==> src/rtl/abus_pkg.sv <==
`timescale 1ns/1ps
package abus_pkg;
  typedef enum logic [1:0] {
    ST_IDLE,
    ST_RDRV,
    ST_ACK,
    ST_ERR
  } abus_state_e;
endpackage

==> src/rtl/abus_sync.sv <==
`timescale 1ns/1ps
module abus_sync #(
  parameter int W = 2
) (
  input  logic         clk_i,
  input  logic         rst_ni,
  input  logic [W-1:0] d_i,
  output logic [W-1:0] q_o
);
  for (genvar g = 0; g < W; g++) begin : g_bit
    logic s1_q, s2_q;
    always_ff @(posedge clk_i or negedge rst_ni) begin
      if (!rst_ni) begin
        s1_q <= 1'b0;
        s2_q <= 1'b0;
      end else begin
        s1_q <= d_i[g];
        s2_q <= s1_q;
      end
    end
    assign q_o[g] = s2_q;
  end
endmodule

==> src/rtl/abus_decode.sv <==
`timescale 1ns/1ps
module abus_decode #(
  parameter int ADDR_W   = 8,
  parameter int OFF_W    = 3,
  parameter int AM_W     = 6,
  parameter int NUM_REGS = 6,
  parameter int NUM_AM   = 2,
  parameter logic [ADDR_W-OFF_W-1:0] BASE = '0,
  parameter logic [NUM_AM-1:0][AM_W-1:0] AM_LIST = '0
) (
  input  logic [ADDR_W-1:0] addr_i,
  input  logic [AM_W-1:0]   am_i,
  output logic              hit_o,
  output logic              ok_o,
  output logic [OFF_W-1:0]  off_o
);
  logic [NUM_AM-1:0] am_match;

  for (genvar g = 0; g < NUM_AM; g++) begin : g_am
    assign am_match[g] = (am_i == AM_LIST[g]);
  end

  assign off_o = addr_i[OFF_W-1:0];
  assign hit_o = (addr_i[ADDR_W-1:OFF_W] == BASE);
  // both conditions are needed for a normal completion
  assign ok_o  = (|am_match) && (32'(off_o) < NUM_REGS);
endmodule

==> src/rtl/abus_regfile.sv <==
`timescale 1ns/1ps
module abus_regfile #(
  parameter int DATA_W   = 16,
  parameter int OFF_W    = 3,
  parameter int NUM_REGS = 6
) (
  input  logic              clk_i,
  input  logic              rst_ni,
  input  logic              we_i,
  input  logic [OFF_W-1:0]  idx_i,
  input  logic [DATA_W-1:0] wdata_i,
  output logic [DATA_W-1:0] rdata_o
);
  logic [DATA_W-1:0] regs_q [NUM_REGS];

  for (genvar g = 0; g < NUM_REGS; g++) begin : g_reg
    always_ff @(posedge clk_i or negedge rst_ni) begin
      if (!rst_ni)                               regs_q[g] <= '0;
      else if (we_i && (idx_i == OFF_W'(g)))     regs_q[g] <= wdata_i;
    end
  end

  always_comb begin
    rdata_o = '0;
    for (int i = 0; i < NUM_REGS; i++)
      if (idx_i == OFF_W'(i)) rdata_o = regs_q[i];
  end
endmodule

==> src/rtl/abus_target.sv <==
`timescale 1ns/1ps
module abus_target #(
  parameter int ADDR_W   = 8,
  parameter int OFF_W    = 3,
  parameter int AM_W     = 6,
  parameter int DATA_W   = 16,
  parameter int NUM_REGS = 6,
  parameter int NUM_AM   = 2,
  parameter logic [ADDR_W-OFF_W-1:0] BASE = 5'h14,
  parameter logic [NUM_AM-1:0][AM_W-1:0] AM_LIST = {6'h3D, 6'h39}
) (
  input  logic              clk_i,
  input  logic              rst_ni,
  input  logic [ADDR_W-1:0] addr_i,
  input  logic [AM_W-1:0]   am_i,
  input  logic              wr_i,
  input  logic              as_i,
  input  logic              ds_i,
  input  logic [DATA_W-1:0] wdata_i,
  output logic [DATA_W-1:0] rdata_o,
  output logic              rdata_oe_o,
  output logic              ack_o,
  output logic              berr_o
);
  import abus_pkg::*;

  logic              as_s, ds_s;
  logic              hit, ok;
  logic [OFF_W-1:0]  off;
  logic [DATA_W-1:0] rf_rdata;
  logic              start, we;

  abus_state_e       st_q;
  logic              ack_q, berr_q, rd_q;
  logic [DATA_W-1:0] rdata_q;

  abus_sync #(.W(2)) u_sync (
    .clk_i (clk_i),
    .rst_ni(rst_ni),
    .d_i   ({as_i, ds_i}),
    .q_o   ({as_s, ds_s})
  );

  abus_decode #(
    .ADDR_W(ADDR_W), .OFF_W(OFF_W), .AM_W(AM_W), .NUM_REGS(NUM_REGS),
    .NUM_AM(NUM_AM), .BASE(BASE), .AM_LIST(AM_LIST)
  ) u_dec (
    .addr_i(addr_i),
    .am_i  (am_i),
    .hit_o (hit),
    .ok_o  (ok),
    .off_o (off)
  );

  assign start = (st_q == ST_IDLE) && as_s && ds_s && hit;
  assign we    = start && ok && wr_i;

  abus_regfile #(
    .DATA_W(DATA_W), .OFF_W(OFF_W), .NUM_REGS(NUM_REGS)
  ) u_rf (
    .clk_i  (clk_i),
    .rst_ni (rst_ni),
    .we_i   (we),
    .idx_i  (off),
    .wdata_i(wdata_i),
    .rdata_o(rf_rdata)
  );

  always_ff @(posedge clk_i or negedge rst_ni) begin
    if (!rst_ni) begin
      st_q    <= ST_IDLE;
      ack_q   <= 1'b0;
      berr_q  <= 1'b0;
      rd_q    <= 1'b0;
      rdata_q <= '0;
    end else begin
      unique case (st_q)
        ST_IDLE: if (start) begin
          if (!ok) begin
            st_q   <= ST_ERR;
            berr_q <= 1'b1;
          end else if (wr_i) begin
            st_q  <= ST_ACK;
            ack_q <= 1'b1;
          end else begin
            st_q    <= ST_RDRV;
            rd_q    <= 1'b1;
            rdata_q <= rf_rdata;
          end
        end
        // one cycle of data on the bus before acknowledging
        ST_RDRV: begin
          st_q  <= ST_ACK;
          ack_q <= 1'b1;
        end
        ST_ACK: if (!ds_s) begin
          st_q  <= ST_IDLE;
          ack_q <= 1'b0;
          rd_q  <= 1'b0;
        end
        ST_ERR: if (!ds_s) begin
          st_q   <= ST_IDLE;
          berr_q <= 1'b0;
        end
        default: st_q <= ST_IDLE;
      endcase
    end
  end

  assign rdata_o    = rdata_q;
  assign rdata_oe_o = rd_q && as_s && ds_s;
  assign ack_o      = ack_q;
  assign berr_o     = berr_q;
endmodule

==> config.mk <==
export PLATFORM = sky130hd
export DESIGN_NAME = abus_target
export DESIGN_NICKNAME = d
export VERILOG_FILES = /design/src/rtl/abus_pkg.sv /design/src/rtl/abus_sync.sv /design/src/rtl/abus_decode.sv /design/src/rtl/abus_regfile.sv /design/src/rtl/abus_target.sv
export SDC_FILE = /design/constraint.sdc
export NUM_CORES = 1
export LEC_CHECK = 0
export ABC_AREA = 1
export ABC_CLOCK_PERIOD_IN_PS = 1900
export BUFFER_PORTS_ARGS = -buffer_cell sky130_fd_sc_hd__buf_2
export CAP_MARGIN = 0
export CORE_ASPECT_RATIO = 1.75
export CORE_MARGIN = 2
export CORE_UTILIZATION = 51
export CTS_CLUSTER_SIZE = 20
export DETAILED_ROUTE_END_ITERATION = 16
export PLACE_DENSITY = 0.71
export SKIP_LAST_GASP = 1
export SYNTH_ARGS = -nofsm -noshare
export SYNTH_HDL_FRONTEND = slang
export SYNTH_SLANG_ARGS = --single-unit
==> constraint.sdc <==
create_clock -name clk_i -period 1.9 [get_ports clk_i]
set_clock_uncertainty 0.05 [all_clocks]
set_input_delay 0.19 -clock clk_i [delete_from_list [all_inputs] [get_ports clk_i]]
set_output_delay 0.19 -clock clk_i [all_outputs]
set_load 0.05 [all_outputs]
==> metrics <==
Commonest cells post-synth=247 x nand2_1, 121 x dfrtp_1, 95 x o21ai_0; number of I/O port buffers=52; area of the core=10200 um^2; Area Overhead vs Synth=23.1%; Worst EP required=2.12 ns; slowest CP cell=dfrtp_1; Worst-path clk slew=0.05 ns; Total Wirelength=12.9 mm; asr flop ratio synth=1.00; vias in the first global route=4465; Clock Root Buffer=clkbuf_16; Peak VDD IR=0.725 mV; initial antenna violation count=0; clock buffer depth=2; critical path startpoint category=flip-flop; first-pass GRT wire length=21.2 mm; outcome=finished clean; drt wl/cell=15.0 um; number of synthesis warnings=0; Nets=754; Post-synth EDFFs=0; Least-Margin Pin Slew=0.751 ns; DRT Pass-1 Iters=7; critical path cell sequence=nand3_1 -> nor3_4 -> buf_12 -> nand3_1 -> buf_4 -> nand2_1 -> o21ai_0; syn nets=681; final hold viol count=0; worst hold path class=primary input to flip-flop; Synth area leaders=dfrtp_1 57%, nand2_1 18%, o21ai_0 9.0%; crit path DAT=1.96 ns; 1st-iter DRT viols=430; CTS tree=yes; overall routing resource usage=0.247; Static Leak=3.44 nW; antenna diode count=0; num rows=49; Sink Count=121; gp weighted congestion=0.850; Synth Area per Inst=8.17 um^2; largest net degree at the start of global routing=47; minimum clock period=1.73 ns; CTS buffer count=17; synth unique cells=19; Relative slew margins=0.499; I/O pin total=54; fin. max-slew vios=0; CTS resizes=0; Final Cycle Share=0.912; top-count cell post-synth=nand2_1; Finish-stage setup viols=0; post-route ant nets=0; via count=4578; detailed placer's ending HPWL=8.65 mm; GRT overflow=0; Worst-Skew Late Latency=0.41 ns; Die Height=139 um; CP Capture Type=flip-flop; fmax=577 MHz; Top cell by count, worst path=nand3_1; post-synthesis instance area=5280 um^2; Post-Syn Instances=646; CP Class=flip-flop to flip-flop; top_reg_cell synth=dfrtp_1; setup TNS=0 ns; Max Cap Viol=0; final core utilization=0.638; PwrDens=996 nW/um^2; Worst path max stage delay=0.45 ns; share of layout cells above drive strength 1=0.164; RSZ-0062 raised after global routing=false; die width=80.9 um; Post-route DRC=0; top cell type's share of synthesized area=0.574; Via-to-Cell Ratio=5.33; Initial Util=0.518; Die ar.=11200 um^2; CP Max Fanout=20; cell taking the most area after synthesis=dfrtp_1; Synth Register Bits=121; sequential fraction of the synthesis area=0.574; H-Tree Depth=4
-- critical path: cells and delay by family, from the launching register on --
kind,cells,cell delay [ns]
AOI/OAI and AO/OA,1,0.08
buffers and inverters,2,0.39
DFF,1,0.45
and+or+nand+nor,4,0.62
-- cell usage in the layout, fill, tap and decap left out, drive strengths merged, types with 7 or more instances in the layout --
cell type,n
nor3,7
nor2,60
dfrtp,121
o21ai,99
a21oi,15
inv,35
clkbuf,23
buf,83
nand4,9
nand3,20
nand2,247
-- cell type report --
class,count,area [um^2]
fill,853,3680
sequential,121,3030
multi-input combinational,459,1970
timing repair buffer,86,576
clock buffer,23,498
tap,127,159
clock inverter,9,135
inverter,34,128
-- flip-flops by register name, summed over array words and instances, names as in the netlist --
signal / cells
st_q: 2
rdata_o: 16
u_sync.g_bit.s2_q: 2
rd_q: 1
berr_o: 1
u_rf.regs_q: 96
ack_o: 1
u_sync.g_bit.s1_q: 2
-- stage by stage --
step	power (mW)	instance area [um^2]	instances	hold slack, ns	worst slack (ns)
after floorplan	2.95	5280	646	-0.156	0.290
after global routing	6.69	6500	859	0.101	0.0605
final	6.47	6500	859	0.0755	0.167
after global placement	3.14	5810	823	0.102	0.167
after CTS	6.53	6480	858	0.0533	0.0877
after detailed placement	3.17	5810	823	0.114	0.127
-- kinds of logic after synthesis --
group                  Yosys count  share of synthesized area
AOI/OAI and AO/OA              115                      0.110
DFF                            121                      0.574
and+or+nand+nor                344                      0.265
buffers and inverters           66                     0.0519
-- per-layer routing --
metal  global-route usage  wire length, um  vias to the layer above
met5                    0                0                        -
met4                0.105              295                        0
li1                     -                -                     2209
met2                0.413             6710                      161
met1                0.303             5260                     2177
met3               0.0527              611                       31
-- repair_timing --
item                                    CTS  global route
buffers inserted                          0             1
endpoints found under the setup margin    0            30
hold buffers                              3             0
endpoints found under the hold margin    32             0
-- power breakdown --
part           switching (mW)  internal [mW]  leakage (nW)  total [mW]
combinational           0.335          0.146          1.46       0.481
clock                    1.10           2.24         0.302        3.34
sequential             0.0331           2.62          1.68        2.65
-- worst paths after layout --
| path | from | endpoint | depth (start not counted) | slack, ns |
|---|---|---|---|---|
| hold reg to reg | u_sync.g_bit[0].s1_q$_DFF_PN0_ | u_sync.g_bit[0].s2_q$_DFF_PN0_ | 0 | 0.31 |
| max in group asynchronous | rst_ni | u_rf.regs_q[22]$_DFFE_PN0P_ | 3 | 0.99 |
| min in group asynchronous | rst_ni | rdata_o[2]$_DFFE_PN0P_ | 2 | 0.22 |
| hold / removal | wdata_i[4] | u_rf.regs_q[20]$_DFFE_PN0P_ | 3 | 0.08 |
| setup / recovery | u_sync.g_bit[0].s2_q$_DFF_PN0_ | u_rf.regs_q[48]$_DFFE_PN0P_ | 7 | 0.17 |
| setup reg to reg | u_sync.g_bit[0].s2_q$_DFF_PN0_ | u_rf.regs_q[48]$_DFFE_PN0P_ | 7 | 0.17 |
(Power assumes the default switching activity.)
